File: src/rtl/wiper_ctl_pkg.sv
package wiper_ctl_pkg;

    localparam int CODE_W  = 8;
    localparam int FRAME_W = 2 * CODE_W + 1;

    typedef logic [CODE_W-1:0]  code_t;
    typedef logic [FRAME_W-1:0] frame_t;

    typedef struct packed {
        logic  stack;
        code_t code1;
        code_t code0;
    } settings_t;

    // Pack the settings in send order: stack, code1 MSB first, code0 MSB first
    function automatic frame_t to_frame(settings_t s);
        frame_t f;
        f[0] = s.stack;
        for (int i = 0; i < CODE_W; i++) begin
            f[1 + i]          = s.code1[CODE_W-1-i];
            f[1 + CODE_W + i] = s.code0[CODE_W-1-i];
        end
        return f;
    endfunction

    function automatic settings_t from_frame(frame_t f);
        settings_t s;
        s.stack = f[0];
        for (int i = 0; i < CODE_W; i++) begin
            s.code1[CODE_W-1-i] = f[1 + i];
            s.code0[CODE_W-1-i] = f[1 + CODE_W + i];
        end
        return s;
    endfunction

endpackage

File: src/rtl/wctl_port_sampler.sv
module wctl_port_sampler (
    input  logic clk,
    input  logic rst,
    input  logic ser_en,
    input  logic ser_clk,
    input  logic ser_din,
    output logic open_evt,
    output logic close_evt,
    output logic shift_evt,
    output logic shift_bit,
    output logic active
);
    logic en_r, en_d, sclk_r, sclk_d, din_r;

    always_ff @(posedge clk) begin
        if (rst) begin
            en_r   <= 1'b0;
            en_d   <= 1'b0;
            sclk_r <= 1'b0;
            sclk_d <= 1'b0;
            din_r  <= 1'b0;
        end else begin
            en_r   <= ser_en;
            en_d   <= en_r;
            sclk_r <= ser_clk;
            sclk_d <= sclk_r;
            din_r  <= ser_din;
        end
    end

    assign open_evt  = en_r & ~en_d;
    assign close_evt = ~en_r & en_d;
    assign shift_evt = en_r & en_d & sclk_r & ~sclk_d;
    assign shift_bit = din_r;
    assign active    = en_d;

endmodule

File: src/rtl/wctl_frame_shifter.sv
module wctl_frame_shifter
    import wiper_ctl_pkg::*;
(
    input  logic   clk,
    input  logic   rst,
    input  logic   load,
    input  frame_t load_val,
    input  logic   shift,
    input  logic   shift_bit,
    input  logic   active,
    output frame_t frame,
    output logic   cout
);
    frame_t sr;

    always_ff @(posedge clk) begin
        if (rst) begin
            sr <= '0;
        end else if (load) begin
            sr <= load_val;
        end else if (shift) begin
            sr <= {shift_bit, sr[FRAME_W-1:1]};
        end
    end

    assign frame = sr;
    assign cout  = active & sr[0];

endmodule

File: src/rtl/wctl_setting_bank.sv
module wctl_setting_bank
    import wiper_ctl_pkg::*;
#(
    parameter code_t RESET_CODE  = 8'h80,
    parameter logic  RESET_STACK = 1'b0
) (
    input  logic      clk,
    input  logic      rst,
    input  logic      commit,
    input  frame_t    frame,
    output settings_t settings
);
    localparam settings_t RESET_SET = '{stack: RESET_STACK,
                                        code1: RESET_CODE,
                                        code0: RESET_CODE};

    always_ff @(posedge clk) begin
        if (rst) begin
            settings <= RESET_SET;
        end else if (commit) begin
            settings <= from_frame(frame);
        end
    end

endmodule

File: src/rtl/wiper_serial_ctl.sv
module wiper_serial_ctl
    import wiper_ctl_pkg::*;
#(
    parameter code_t RESET_CODE  = 8'h80,
    parameter logic  RESET_STACK = 1'b0
) (
    input  logic        clk,
    input  logic        rst,
    input  logic        ser_en,
    input  logic        ser_clk,
    input  logic        ser_din,
    output logic        ser_cout,
    output logic [7:0]  wiper0,
    output logic [7:0]  wiper1,
    output logic        stack_sel
);
    logic      open_evt, close_evt, shift_evt, shift_bit, active;
    frame_t    frame;
    settings_t settings;

    wctl_port_sampler u_sampler (
        .clk       (clk),
        .rst       (rst),
        .ser_en    (ser_en),
        .ser_clk   (ser_clk),
        .ser_din   (ser_din),
        .open_evt  (open_evt),
        .close_evt (close_evt),
        .shift_evt (shift_evt),
        .shift_bit (shift_bit),
        .active    (active)
    );

    wctl_frame_shifter u_shifter (
        .clk       (clk),
        .rst       (rst),
        .load      (open_evt),
        .load_val  (to_frame(settings)),
        .shift     (shift_evt),
        .shift_bit (shift_bit),
        .active    (active),
        .frame     (frame),
        .cout      (ser_cout)
    );

    wctl_setting_bank #(
        .RESET_CODE  (RESET_CODE),
        .RESET_STACK (RESET_STACK)
    ) u_bank (
        .clk      (clk),
        .rst      (rst),
        .commit   (close_evt),
        .frame    (frame),
        .settings (settings)
    );

    assign wiper0    = settings.code0;
    assign wiper1    = settings.code1;
    assign stack_sel = settings.stack;

endmodule

File: config.mk
export PLATFORM = sky130hd
export DESIGN_NAME = wiper_serial_ctl
export DESIGN_NICKNAME = d
export VERILOG_FILES = /design/src/rtl/wiper_ctl_pkg.sv /design/src/rtl/wctl_port_sampler.sv /design/src/rtl/wctl_frame_shifter.sv /design/src/rtl/wctl_setting_bank.sv /design/src/rtl/wiper_serial_ctl.sv
export SDC_FILE = /design/constraint.sdc
export NUM_CORES = 1
export LEC_CHECK = 0
export BUFFER_PORTS_ARGS = -buffer_cell sky130_fd_sc_hd__buf_2
export CAP_MARGIN = 20
export CORE_UTILIZATION = 55
export DETAILED_ROUTE_END_ITERATION = 7
export PLACE_DENSITY_LB_ADDON = 0.12
export SLEW_MARGIN = 20
export SYNTH_ARGS = -nofsm -noshare
export SYNTH_HDL_FRONTEND = slang
export SYNTH_HIERARCHICAL = 1
export SYNTH_SLANG_ARGS = --single-unit
export TNS_END_PERCENT = 5
File: constraint.sdc
create_clock -name clk -period 1.8 [get_ports clk]
set_clock_uncertainty 0.1 [all_clocks]
set_input_delay 0.18 -clock clk [delete_from_list [all_inputs] [get_ports clk]]
set_output_delay 0.18 -clock clk [all_outputs]
set_load 0.01 [all_outputs]
# Yosys cells after proc, flatten, opt, wreduce, memory -nomap -nowiden
# Cells that the tools add are included.
[classes]
n_reduce_logical = 1
n_mux = 2
n_bitwise = 9
[op_table]
columns = ["op", "count"]
rows = [
  ["17-bit two-way mux", 2],
  ["1-bit AND", 6],
  ["1-bit NOT", 3],
  ["2-bit nonzero test", 1],
]
[word_totals]
wordCells = 21
output_inout_bits = 18
regBits = 39
inputBits = 5

# Depth between registers and ports, before layout
[logic_depth]
ltp_word = 5
ltp_mapped = 5
depth_no_buf = 3

# Modules after synthesis
# The synthesis kept the hierarchy.
[by_module_without_submodules]
columns = ["mod", "seq_area_each_um2", "cells_per_inst", "area_each_um2", "instances"]
rows = [
  ["wctl_frame_shifter", 340.3, 76, 808.3, 1],
  ["wctl_setting_bank", 340.3, 55, 618.1, 1],
  ["wctl_port_sampler", 100.1, 13, 156.4, 1],
]

# Worst setup path before layout
# OpenSTA, ideal clock, no wires.
[synth_timing]
kind = "register to register"
start = "register u_sampler.en_r"
end = "register u_shifter.sr[3] (netlist: u_shifter/frame[3])"
setup_slack_ns = 0.472
path_stages_with_launch = 5
arrival_time_ns = 1.095
setup_ns = 0.133
path_cell_list = "dfxtp_1 > nor2b_1 > clkbuf_1 > nor2b_1 > a211oi_2"
[synth_via]
elab_cells_between_ends = 6
[synth_lines]
columns = ["element", "line", "source"]
rows = [
  ["start, declared", "wctl_port_sampler.sv:13", "logic en_r, en_d, sclk_r, sclk_d, din_r;"],
  ["start signal, assigned", "wctl_port_sampler.sv:23", "en_r <= ser_en;"],
  ["1-bit AND (*)", "wctl_port_sampler.sv:31", "assign open_evt = en_r & ~en_d;"],
  ["via open_evt", "wiper_serial_ctl.sv:17", "logic open_evt, close_evt, shift_evt, shift_bit, active;"],
  ["17-bit two-way mux / 2-bit nonzero test (equally long branches)", "n/a", ""],
  ["end signal, assigned", "wctl_frame_shifter.sv:20", "sr <= load_val;"],
  ["end signal, assigned", "wctl_frame_shifter.sv:22", "sr <= {shift_bit, sr[FRAME_W-1:1]};"],
  ["end, declared", "wctl_frame_shifter.sv:14", "frame_t sr;"],
]
# The timed path passes the listed nets; every way through them passes the cells marked *.
# A chain may end at the register's enable or synchronous reset.

# Final worst setup path
[layout_timing]
start = "register u_sampler.en_r"
end = "register u_shifter.sr[6] (netlist: u_shifter/frame[6])"
[layout_via]
elab_chain_cells = 4
elab_cells_between_ends = 6
[layout_lines]
columns = ["element", "line", "source"]
rows = [
  ["1-bit AND (3 in a row)", "wctl_port_sampler.sv:33", "assign shift_evt = en_r & en_d & sclk_r & ~sclk_d;"],
  ["via shift_evt", "wiper_serial_ctl.sv:17", ""],
  ["2-bit nonzero test (no source line)", "n/a", ""],
]
# The timed path passes the listed nets, and every way through them passes these cells.

==> run metrics <==
final hold vios=0; ant diodes=0; Placed Area=0.00169 sq mm; global-route usage over all layers=0.204; gpl congestion=between 0.6 and 0.7; CTS sink count=39; Antenna Nets Post-Route=0; Synth area leaders=dfxtp_1 49%, mux2i_1 20%, nor2b_1 9.9%, a211oi_1 7.6%, nor2_1 3.6%; CP max FO=17; LEAKAGE=~0.0007 uW; area share of the largest cell type after synthesis=0.493; synthesized area=0.00158 sq mm; 1st-iter DRT viols=25; synthesis-stage register bit count=39; Final min period=around 1.4 ns; worst skew pair latency=0.34 ns; Syn Nets=~150; area delta synth->final=13.4%; I/O pin total=23; synth cell count leaders=39 x dfxtp_1, 32 x mux2i_1, 25 x nor2b_1; Root Buffer=clkbuf_4; post-cts resize count=0; Yosys cell types=16; outcome=finished clean; Initial DRT Pass Iterations=4; first-pass GRT wire length=4.94 mm; Avg WL per Cell=14.3 um; # port buffers=22; share of layout cells above drive strength 1=0.216; worst relative slew slack=0.535; Worst Path Required=1.90 ns; row count=19; fin area=0.00180 sq mm; hold crit path type=input port to register; clk buf depth=2; # setup viols final=0; Fillers=249; Core Box Area=0.00273 sq mm; Die X-Extent=55.6 um; NumNets Final=approximately 180; period utilization=0.788; Worst VDD drop=0.757 mV; Synth Warn #=6; crit-path max cell delay=around 0.38 ns; crit path max-delay cell type=dfxtp_1; worst endpoint data arrival time=1.52 ns; Total Wirelength=2.88 mm; initial antenna violation count=0; Power Density=900 mW/mm^2; max-cap violations=0; FMAX=705 MHz; Die Span Y=approximately 56 um; Initial Utilization=0.579; Worst-path clk slew=between 0.1 and 0.15 ns; Crit. End Element=register; most numerous cell in the Yosys netlist=dfxtp_1; asr flop ratio synth=0; post-route DRC violation count=0; die area=0.00310 sq mm; CTS tree=yes; Post-synth top flop=dfxtp_1; cts hold-fix bufs=3; worst path cell trace=and4b_1 -> buf_12 -> mux2i_1 -> a211oi_1; largest net degree at the start of global routing=40; Slew @ Worst Pin=0.698 ns; TNS Setup=0 ns; total number of H-tree levels=2; Worst Setup Start Kind=register; RSZ-0062 raised after global routing=no; total gr overflow=0; critical path type=register to register; Final Core Density=0.657; Max Transition Viols Final=0; number of synthesized flops with an enable pin=0; cell taking the most area after synthesis=dfxtp_1; setup repair bufs after CTS=0; sequential area share after synthesis=0.493; Cells after Synth=144; CTS Buf Count=5; vias per cell=5.50; vias in the first global route=around 1.2k; syn avg cell area=11.0 sq um; vias=1112; DP HPWL=roughly 1.8 mm
cell usage in the layout, fill, tap and decap left out, drive strengths merged:
master	netlist	final
a211oi	17	17
dfxtp	39	39
and2	1	1
buf	7	27
and4b	1	1
nor2	15	15
mux2i	32	32
inv	1	1
nor2b	26	26
bufinv	0	1
clkbuf	3	6
dlygate4sd3	0	3
a211o	2	2
logic make-up after synthesis:
family,Yosys count,synth area share
buffers and inverters,11,0.0593
multiplexers,32,0.202
flip-flops,39,0.493
AO/OA/AOI/OAI,19,0.0949
AND/OR/NAND/NOR,43,0.150
registers in the layout (all words and copies together), names as in the netlist:
register / cells
u_sampler/shift_bit: 1
u_sampler/active: 1
u_sampler/sclk_r: 1
u_shifter/frame: 17
u_bank/settings: 17
u_sampler/sclk_d: 1
u_sampler/en_r: 1
per-stage QoR:
stage	total power, uW	hold WS, ns	std cells	setup WS (ns)
floorplan	1030	0.146	144	0.472
global placement	1060	0.294	192	0.470
detailed placement	1060	0.296	192	0.429
CTS	1630	0.253	202	0.385
global route	1660	0.286	202	0.289
finish	1620	0.260	202	0.382
layout make-up:
type / instances / area [sq um] / area share
Sequential cell: 39 / 781 / 0.435
Multi-Input combinational cell: 94 / 711 / 0.396
Timing Repair Buffer: 30 / 190 / 0.106
Clock buffer: 6 / 41.3 / 0.0230
Tap cell: 31 / 38.8 / 0.0216
Clock inverter: 1 / 30.0 / 0.0167
Inverter: 1 / 3.75 / 0.00209
worst paths after layout:
check	startpoint	endpoint	slack [ns]	depth (start not counted)
hold reg to reg	u_sampler/sclk_r$_SDFF_PP0_	u_sampler/sclk_d$_SDFF_PP0_	0.39	1
setup reg to reg	u_sampler/en_r$_SDFF_PP0_	u_shifter/frame[6]$_SDFFE_PP0P_	0.38	4
setup / recovery	u_sampler/en_r$_SDFF_PP0_	u_shifter/frame[6]$_SDFFE_PP0P_	0.38	4
hold / removal	rst	u_bank/settings[1]$_SDFFE_PP0P_	0.26	2
layer usage:
layer	wire, um	GRT usage	share of wire	up-vias
met5	0	0	0	-
met4	64	0.118	0.022	0
met3	85	0.0512	0.030	6
met2	1420	0.339	0.49	22
met1	1310	0.239	0.46	535
li1	-	-	-	549
power breakdown:
group	total (uW)	switching (uW)	leakage, uW	internal, uW
registers	925	26.0	0.000319	899
logic	125	64.3	0.000333	61.1
clock network	566	279	0.0000383	286
worst max-delay path: cells and delay by family (launching register included):
family	cells	cell delay (ns)
AOI/OAI and AO/OA	1	0.10
buffers and inverters	1	0.19
DFF	1	0.38
muxes	1	0.25
and+or+nand+nor	1	0.27
No activity file was read; power rests on OpenSTA's default activity.
